[config.mk]
export PLATFORM = sky130hd
export DESIGN_NAME = sdi_word_aligner
export DESIGN_NICKNAME = d
export VERILOG_FILES = /design/src/rtl/sdi_align_pkg.sv /design/src/rtl/sdi_word_history.sv /design/src/rtl/sdi_trs_finder.sv /design/src/rtl/sdi_xyz_decoder.sv /design/src/rtl/sdi_word_aligner.sv
export SDC_FILE = /design/constraint.sdc
export NUM_CORES = 1
export LEC_CHECK = 0
export BUFFER_PORTS_ARGS = -buffer_cell sky130_fd_sc_hd__buf_4
export CORE_MARGIN = 2
export CORE_UTILIZATION = 50
export CTS_CLUSTER_SIZE = 14
export DETAILED_ROUTE_END_ITERATION = 10
export PLACE_DENSITY = 0.68
export SLEW_MARGIN = 20
export SYNTH_ARGS = -nofsm -noshare
export SYNTH_HDL_FRONTEND = slang
export SYNTH_HIERARCHICAL = 1
export SYNTH_SLANG_ARGS = --single-unit
[constraint.sdc]
create_clock -name clk -period 5.6 [get_ports clk]
set_input_delay 1.12 -clock clk [delete_from_list [all_inputs] [get_ports clk]]
set_output_delay 1.12 -clock clk [all_outputs]
set_load 0.05 [all_outputs]
[src/rtl/sdi_align_pkg.sv]
// Shared constants and helpers for the SDI word aligner.
// Assumes the HD lane is exactly two 10-bit channels wide.
package sdi_align_pkg;

    localparam int LANE_SD = 10;
    localparam int LANE_HD = 20;

    // Held timing flags decoded from the protected word.
    typedef struct packed {
        logic f;
        logic v;
        logic h;
    } tflags_t;

    // Builds the protected 10-bit word for given F, V, H bits.
    function automatic logic [9:0] xyz_word(input logic f, input logic v, input logic h);
        return {1'b1, f, v, h, v ^ h, f ^ h, f ^ v, f ^ v ^ h, 2'b00};
    endfunction

endpackage

[src/rtl/sdi_word_history.sv]
// Four-deep register history of raw input words.
// Provides the search windows for both lane widths and the
// barrel-shifted aligned word for the offset in use.
// Assumes off_sel stays below the active lane width.
module sdi_word_history #(
    parameter int SD_W  = 10,
    parameter int HD_W  = 20,
    parameter int OFF_W = 5
) (
    input  logic                clk,
    input  logic                rst_n,
    input  logic                hd_mode,
    input  logic [HD_W-1:0]     word_in,
    input  logic [OFF_W-1:0]    off_sel,
    output logic [4*HD_W-1:0]   win_hd,
    output logic [4*SD_W-1:0]   win_sd,
    output logic [HD_W-1:0]     aligned
);
    localparam int DEPTH = 4;
    localparam int PAD   = 2*HD_W - 2*SD_W;

    logic [HD_W-1:0] hist [DEPTH];

    // Newest word enters at the top slot.
    always_ff @(posedge clk) begin
        if (!rst_n) hist[DEPTH-1] <= '0;
        else        hist[DEPTH-1] <= word_in;
    end

    genvar i;
    generate
        for (i = 0; i < DEPTH-1; i++) begin : g_shift
            // Each slot takes the next newer word.
            always_ff @(posedge clk) begin
                if (!rst_n) hist[i] <= '0;
                else        hist[i] <= hist[i+1];
            end
        end
        for (i = 0; i < DEPTH; i++) begin : g_win
            assign win_hd[i*HD_W +: HD_W] = hist[i];
            assign win_sd[i*SD_W +: SD_W] = hist[i][SD_W-1:0];
        end
    endgenerate

    logic [2*HD_W-1:0] pair_hd;
    logic [2*HD_W-1:0] pair_sd;
    logic [HD_W-1:0]   al_hd;
    logic [SD_W-1:0]   al_sd;

    // Barrel shift of the two oldest words by the offset in use.
    always_comb begin
        pair_hd = {hist[1], hist[0]};
        pair_sd = {{PAD{1'b0}}, hist[1][SD_W-1:0], hist[0][SD_W-1:0]};
        al_hd   = pair_hd[off_sel +: HD_W];
        al_sd   = pair_sd[off_sel +: SD_W];
        aligned = hd_mode ? al_hd : {{(HD_W-SD_W){1'b0}}, al_sd};
    end

endmodule

[src/rtl/sdi_trs_finder.sv]
// Searches a window of four lane words for the preamble
// (W ones followed by 2W zeros) at every offset 0..W-1.
// A preamble can match at no more than one offset, so the index is unambiguous.
module sdi_trs_finder #(
    parameter int W     = 10,
    parameter int OFF_W = 5
) (
    input  logic               clk,
    input  logic               rst_n,
    input  logic [4*W-1:0]     win,
    output logic               hit,
    output logic [OFF_W-1:0]   idx
);
    logic [W-1:0] match;

    genvar k;
    generate
        for (k = 0; k < W; k++) begin : g_off
            assign match[k] = (&win[k +: W]) && !(|win[k+W +: 2*W]);
        end
    endgenerate

    // Converts the match vector into the offset index.
    always_comb begin
        idx = '0;
        for (int j = 0; j < W; j++) begin
            if (match[j]) idx = OFF_W'(j);
        end
    end

    assign hit = |match;

    // the preamble matches at no more than one offset.
    p_single_match_r1: assert property (@(posedge clk) disable iff (!rst_n)
        $onehot0(match));

endmodule

[src/rtl/sdi_xyz_decoder.sv]
// Checks the protected word that follows a preamble and holds
// the F, V, H flags until the next valid protected word.
// An invalid word raises a one-cycle error pulse and leaves the flags unchanged.
// Assumes HD_W == 2*SD_W (two channels in HD).
module sdi_xyz_decoder
    import sdi_align_pkg::*;
#(
    parameter int SD_W = 10,
    parameter int HD_W = 20
) (
    input  logic            clk,
    input  logic            rst_n,
    input  logic            hd_mode,
    input  logic            take,
    input  logic [HD_W-1:0] word,
    output tflags_t         flags,
    output logic            bad
);
    logic [SD_W-1:0] lo;
    logic [SD_W-1:0] hi;
    logic            ok;

    // Validity: correct layout and protection, channels equal in HD.
    always_comb begin
        lo = word[SD_W-1:0];
        hi = word[HD_W-1:SD_W];
        ok = (lo == xyz_word(lo[8], lo[7], lo[6])) && (!hd_mode || hi == lo);
    end

    // Updates held flags on valid words and pulses on invalid ones.
    always_ff @(posedge clk) begin
        if (!rst_n) begin
            flags <= '0;
            bad   <= 1'b0;
        end else begin
            bad <= take && !ok;
            if (take && ok) flags <= '{f: lo[8], v: lo[7], h: lo[6]};
        end
    end

    // flags move only after a decode slot.
    p_flags_hold_r6: assert property (@(posedge clk) disable iff (!rst_n)
        !take |=> $stable(flags));

    // an error pulse never coincides with a flag change.
    p_bad_keeps_flags_r7: assert property (@(posedge clk) disable iff (!rst_n)
        bad |-> $stable(flags));

endmodule

[src/rtl/sdi_word_aligner.sv]
// Word aligner and preamble decoder for a 10-bit SD or 20-bit HD lane.
// Locks a bit offset after two consecutive preambles at the same
// offset, realigns the stream, marks the first preamble word, decodes
// the protected word and counts alignment and timing errors.
// The data and the strobe/flag outputs share one output register stage.
// Assumes hd_mode changes only while reset is held.
module sdi_word_aligner
    import sdi_align_pkg::*;
#(
    parameter int SD_W  = LANE_SD,
    parameter int HD_W  = LANE_HD,
    parameter int CNT_W = 8
) (
    input  logic              clk,
    input  logic              rst_n,
    input  logic              hd_mode,
    input  logic [HD_W-1:0]   word_in,
    output logic [HD_W-1:0]   word_out,
    output logic              trs_mark,
    output logic              fld_flag,
    output logic              vblk_flag,
    output logic              hblk_flag,
    output logic              xyz_bad,
    output logic [CNT_W-1:0]  align_err_cnt
);
    localparam int OFF_W = $clog2(HD_W);
    localparam logic [CNT_W:0]  CNT_MAX = {1'b0, {CNT_W{1'b1}}};
    localparam logic [HD_W-1:0] SD_ONES = {{(HD_W-SD_W){1'b0}}, {SD_W{1'b1}}};
    localparam logic [1:0] PH_IDLE = 2'd0;
    localparam logic [1:0] PH_XYZ  = 2'd3;

    logic [4*HD_W-1:0] win_hd;
    logic [4*SD_W-1:0] win_sd;
    logic [HD_W-1:0]   aligned;
    logic [OFF_W-1:0]  off_use;
    logic [OFF_W-1:0]  off_last;
    logic              last_vld;
    logic              hit_sd, hit_hd, det_hit;
    logic [OFF_W-1:0]  idx_sd, idx_hd, det_idx;
    logic              strobe, misalign, adopt;
    logic [1:0]        phase;
    logic              take;
    tflags_t           flags;
    logic [CNT_W:0]    cnt_sum;

    sdi_word_history #(.SD_W(SD_W), .HD_W(HD_W), .OFF_W(OFF_W)) u_hist (
        .clk     (clk),
        .rst_n   (rst_n),
        .hd_mode (hd_mode),
        .word_in (word_in),
        .off_sel (off_use),
        .win_hd  (win_hd),
        .win_sd  (win_sd),
        .aligned (aligned)
    );

    sdi_trs_finder #(.W(SD_W), .OFF_W(OFF_W)) u_find_sd (
        .clk (clk), .rst_n (rst_n), .win (win_sd), .hit (hit_sd), .idx (idx_sd)
    );

    sdi_trs_finder #(.W(HD_W), .OFF_W(OFF_W)) u_find_hd (
        .clk (clk), .rst_n (rst_n), .win (win_hd), .hit (hit_hd), .idx (idx_hd)
    );

    // Classifies a detection against the offset in use and the previous detection.
    always_comb begin
        det_hit  = hd_mode ? hit_hd : hit_sd;
        det_idx  = hd_mode ? idx_hd : idx_sd;
        strobe   = det_hit && (det_idx == off_use);
        misalign = det_hit && (det_idx != off_use);
        adopt    = misalign && last_vld && (det_idx == off_last);
        take     = (phase == PH_XYZ);
    end

    // Offset lock: remember every detection, adopt on a repeated offset.
    always_ff @(posedge clk) begin
        if (!rst_n) begin
            off_use  <= '0;
            off_last <= '0;
            last_vld <= 1'b0;
        end else if (det_hit) begin
            off_last <= det_idx;
            last_vld <= 1'b1;
            if (adopt) off_use <= det_idx;
        end
    end

    // Counts words after an aligned preamble to find the protected word.
    always_ff @(posedge clk) begin
        if (!rst_n)                            phase <= PH_IDLE;
        else if (strobe)                       phase <= 2'd1;
        else if (phase != PH_IDLE && !take)    phase <= phase + 2'd1;
        else                                   phase <= PH_IDLE;
    end

    sdi_xyz_decoder #(.SD_W(SD_W), .HD_W(HD_W)) u_xyz (
        .clk     (clk),
        .rst_n   (rst_n),
        .hd_mode (hd_mode),
        .take    (take),
        .word    (aligned),
        .flags   (flags),
        .bad     (xyz_bad)
    );

    // Output register stage for data and strobe, level with the flag registers.
    always_ff @(posedge clk) begin
        if (!rst_n) begin
            word_out <= '0;
            trs_mark <= 1'b0;
        end else begin
            word_out <= aligned;
            trs_mark <= strobe;
        end
    end

    // Saturating error count of misplaced preambles and bad protected words.
    always_comb cnt_sum = {1'b0, align_err_cnt} + (CNT_W+1)'(misalign) + (CNT_W+1)'(xyz_bad);

    always_ff @(posedge clk) begin
        if (!rst_n)                 align_err_cnt <= '0;
        else if (cnt_sum > CNT_MAX) align_err_cnt <= CNT_MAX[CNT_W-1:0];
        else                        align_err_cnt <= cnt_sum[CNT_W-1:0];
    end

    assign fld_flag  = flags.f;
    assign vblk_flag = flags.v;
    assign hblk_flag = flags.h;

    // the strobe sits on a first preamble word.
    p_strobe_word_r4: assert property (@(posedge clk) disable iff (!rst_n)
        trs_mark |-> (word_out == (hd_mode ? {HD_W{1'b1}} : SD_ONES)));

    // the strobe lasts one cycle.
    p_strobe_single_r4: assert property (@(posedge clk) disable iff (!rst_n)
        trs_mark |=> !trs_mark);

    // the upper half is zero in SD mode.
    p_sd_upper_zero_r9: assert property (@(posedge clk) disable iff (!rst_n)
        !hd_mode |-> (word_out[HD_W-1:SD_W] == '0));

    // the offset moves only on a repeated foreign offset.
    p_offset_moves_r2: assert property (@(posedge clk) disable iff (!rst_n)
        !adopt |=> $stable(off_use));

    // the offset in use stays inside the lane.
    p_offset_range_r1: assert property (@(posedge clk) disable iff (!rst_n)
        off_use < OFF_W'(HD_W));

    // the error count never decreases outside reset.
    p_count_mono_r8: assert property (@(posedge clk) disable iff (!rst_n)
        1'b1 |=> align_err_cnt >= $past(align_err_cnt));

endmodule

======== After elaboration in Yosys (flattened, before gate mapping) ========
Memories as Yosys holds them, arrays and structs flattened.
Cells that the tools add are included.
operators by class
  add/sub/neg operators ................... 3
  $mul .................................... 0
  divide/modulo/power cells ............... 0
  $lt $le $gt $ge ......................... 1
  eq/ne operators ......................... 6
  shift-type cells ........................ 2
  mux-type cells .......................... 40
  bitwise logic cells ..................... 10
  reductions and logical operators ........ 137
operators by type and width
  kind                                                 count
  OR reduction 40 bit                                  20
  AND reduction 20 bit                                 20
  OR reduction 20 bit                                  11
  two-way mux 20 bit                                   5
  AND reduction 10 bit                                 10
  two-way mux 4 bit                                    10
  indexed part select 40 x 6 -> 10 bit                 1
  indexed part select 40 x 6 -> 20 bit                 1
  logical AND 1 bit                                    38
  zero test 1 bit                                      33
  two-way mux 5 bit                                    5
  two-way mux 3 bit                                    8
  == test 10 bit                                       1
  == test 5 bit                                        2
  OR reduction 10 bit                                  1
  adder 8 x 1 -> 9 bit                                 1
  adder 9 x 1 -> 9 bit                                 1
  > comparator 9 x 8 -> 1 bit (second input constant)  1
  two-way mux 2 bit                                    4
  two-way mux 8 bit                                    1
  == test 7 bit                                        1
  two-way mux 1 bit                                    7
  inequality test 5 bit                                1
  bitwise OR 1 bit                                     4
  other kinds (8)                                      12
storage, ports and cells
  flip-flop bits (word level) ............. 46
  bits in latches ......................... 0
  memory bits (writable) .................. 80
  bits in read-only memories .............. 0
  bits of input ports ..................... 23
  logic and storage cells ................. 212
  memories ................................ 1
memory list
  name         words  bits a word  read ports  clocked after memory_dff  write ports  line                    source
  u_hist.hist  4      20           4           0                         4            sdi_word_history.sv:22  logic [HD_W-1:0] hist [DEPTH];

======== Depth between registers and ports, before layout ========
An unclocked memory read counts as a cell.
  word-level depth ........................ 30
  depth in mapped cells ................... 19
  mapped depth without buffers ............ 18

======== Hierarchy ========
Netlist, hierarchy kept.
by module, submodules not included
  module                      times used  cells each  area an instance (um2)  seq. area each (um2)
  sdi_word_history            1           475         5290.1                  1601.5
  sdi_word_aligner            1           155         1642.8                  840.8
  sdi_trs_finder (u_find_hd)  1           139         1008.5                  0.0
  sdi_trs_finder (u_find_sd)  1           52          371.6                   0.0
  sdi_xyz_decoder             1           42          356.6                   80.1

======== Least setup slack after synthesis ========
OpenSTA, ideal clock, no wires.
  kind .................................... flip-flop to flip-flop
  start point ............................. memory u_hist.hist[0][11]
  end point ............................... register align_err_cnt[0]
  setup time .............................. 0.077 ns
  arrival time ............................ 3.895 ns
  setup slack ............................. 1.628 ns
  cell stages (with the launch flop) ...... 17
  buffers on the path ..................... 1
  clock period less this slack ............ 3.972 ns
  cell sequence ........................... dfxtp_1 -> nor4bb_4 -> or4bb_2 -> nor4_1 -> a32o_1 -> nand3b_1 -> or4b_1 -> mux2_2 -> clkbuf_1 -> nand2_1 -> fa_1 -> inv_1 -> ha_1 -> nand3_1 -> nor2_1 -> nand3_1 -> a21boi_0
RTL lines
  element                 line                     source
  start: declaration      sdi_word_history.sv:22
  end signal: assignment  sdi_word_aligner.sv:122  else if (cnt_sum > CNT_MAX) align_err_cnt <= CNT_MAX[CNT_W-1:0];
  end signal: assignment  sdi_word_aligner.sv:123  else align_err_cnt <= cnt_sum[CNT_W-1:0];
  end: declaration        sdi_word_aligner.sv:24   output logic [CNT_W-1:0] align_err_cnt

==> summary.txt <==
Global routing
  – Global-route wire length before repair: 36100 microns
  – GRT Residual Overflow: 0
  – Initial antenna violation count: 0
  – Largest net degree at the start of global routing: about 130
  – Vias in the first global route: 6284
  – GR Util All Layers: 25.5%

Setup path
  – Crit-path cells: nor4bb_4 > or4bb_2 > nor4_1 > a32o_1 > nand3b_1 > or3_1 > mux2i_1 > xor2_1 > nand3_2 > nand2_1 > fa_1 > inv_1 > ha_1 > nand3_1 > nor2_1 > nand3_1 > a21boi_0
  – Worst EP arrival: 5010 ps
  – RR Startpoint: u_hist/hist[0][11]$_SDFF_PN0_
  – Buf/Inv on CP: 1
  – CP Launch Type: flip-flop
  – Max FO, Critical Path: 7
  – CP max-delay cell: or4bb_2
  – Crit-path max cell delay: a little over 700 ps
  – CP startpoint: u_hist/hist[0][11]$_SDFF_PN0_
  – Most common cell type on the critical path: nand3_1
  – Worst setup EP type: flip-flop
  – Top Family by Delay on Critical Path: simple AND/OR/NAND/NOR gates
  – WP data required: 5930 ps
  – Worst setup path category: flip-flop to flip-flop

Route
  – Drt first pass iters: 6
  – DR vias: 6848
  – Initial drt markers: between 600 and 700
  – Total wire length: 23100 microns
  – Post-route DRC: 0
  – DRT antenna net count: 0
  – Routed len/inst: roughly 21 microns
  – Via density: about 6.2

Clock network
  – Post-CTS Hold Buffers: 0
  – Clock Latency Late Sink: 420 ps
  – Post-CTS setup buffer count: 0
  – CTS root buf: clkbuf_16
  – Post-CTS sizing: 0
  – Clock sink count: 126
  – Worst-path clk slew: roughly 60 ps
  – CTS tree: yes
  – CTS H-Tree Depth: 4
  – CTS Buf Count: 17
  – Longest Clk Path Bufs: 2

STA
  – Slew HR: 32.4%
  – Final WS setup: just over 900 ps
  – Fmax: 0.213 GHz
  – Crit path time final: 4680 ps
  – TNS Setup: 0 ps
  – Final Cycle Share: 83.7%
  – RSZ-0062 raised after global routing: false
  – Least-Margin Pin Slew: 1010 ps
  – Final Hold Vio Count: 0
  – Clk_skew: 10.2 ps
  – Slew Limit Fails: 0
  – Final setup viols: 0

Synthesis
  – Syn Nets: 889
  – Mean area per synthesized cell: 10.0 sq um
  – Warnings from Yosys: 6
  – Mapped cell area: 8660 sq um
  – Synth Instances: 862

Status
  – Status: complete, no violations

Floorplan
  – Die Ht: roughly 140 microns
  – Area of the die: about 18000 sq um
  – # IOs: 56
  – Starting Density: 50.6%
  – DIE WIDTH: around 140 microns
  – Area of the core: between 15000 and 20000 sq um
  – Rows: between 40 and 50

Layout
  – Layout cells sized above 1: 20.8%
  – Most common cell after layout, fill and taps aside: dfxtp_1
  – Design Area, Final: 9360 sq um
  – Final nets: just under 900
  – Fill cells: 1587
  – Area growth syn-to-layout: 8.00%
  – Finished Core Util: 54.7%
  – Sequential standard cell area: 2530 sq um
  – Multi-input gate area: 5370 sq um
  – N_diodes: 0
  – Most frequent cells in the layout: dfxtp_1, and2_1, buf_4

Placed design
  – GPL Wtd Cong: 1.04
  – Pre-CTS setup slack: 976 ps
  – Hpwl dp: around 16000 microns
  – Placed cell areas: between 8000 and 9000 sq um
  – Port Buffer Count: 55

Hold path
  – Critical hold path startpoint: u_hist/hist[0][79]$_SDFF_PN0_
  – HP Class: flip-flop to flip-flop

Power and ir drop
  – Maximum vdd drop: ~0.00020 V
  – Leakage dissipation: 3.46 nW
  – Cell area power density: 231 nW/um^2

Job
  – Max Cap Viol: 0
[registers in the layout, summed over array words and instances (netlist names)]
name / flops
u_hist/hist: 80
word_out: 20
align_err_cnt: 8
off_last: 5
off_use: 5
u_xyz/flags: 3
phase: 2
last_vld: 1
trs_mark: 1
u_xyz/bad: 1
[layout make-up]
cell class	count	share of cell area (%)
multi-input cells	629	57.4
clock buffers	18	4.69
flip-flops and latches	126	27.0
inverters	17	0.682
repair buffers	70	5.62
well taps	225	3.01
clock inverters	13	1.52
[where the power goes]
part / total (W) / internal [W] / switching, W
combinational: 0.000121 / 0.0000573 / 0.0000633
sequential: 0.000952 / 0.000918 / 0.0000343
clock: 0.00109 / 0.000666 / 0.000422
total: 0.00216 / 0.00164 / 0.000520
[metal layers]
| layer | GRT usage (%) | vias up | routed length, microns |
|---|---|---|---|
| li1 | - | 3210 | - |
| met1 | 33.7 | 3248 | 9810 |
| met2 | 41.8 | 344 | 10900 |
| met3 | 4.41 | 46 | 1690 |
| met4 | 9.84 | 0 | 704 |
| met5 | 0 | - | 0 |
[final timing paths]
kind         cells after the start                       endpoint  slack (ps)
max                             17    align_err_cnt[3]$_SDFF_PN0_         920
min                              1  u_hist/hist[0][59]$_SDFF_PN0_         430
max reg2reg                     17    align_err_cnt[3]$_SDFF_PN0_         920
min reg2reg                      1  u_hist/hist[0][59]$_SDFF_PN0_         430
[worst reg2reg max path, stage by stage, from the launching register on]
cell and delay [ps]:
dfxtp_1 470, nor4bb_4 400, or4bb_2 720, nor4_1 410, a32o_1 280, nand3b_1 150, or3_1 120, mux2i_1 160
xor2_1 200, nand3_2 160, nand2_1 100, fa_1 370, inv_1 100, ha_1 180, nand3_1 110, nor2_1 230
nand3_1 210, a21boi_0 230
[metrics by stage]
stage	cells	total power, W	hold WS, ps
after floorplan	862	0.00105	412
after global placement	1067	0.00109	413
after detailed placement	1067	0.00109	418
after CTS	1098	0.00217	436
after global routing	1098	0.00223	475
final	1098	0.00216	434
No activity file was read; power rests on OpenSTA's default activity.
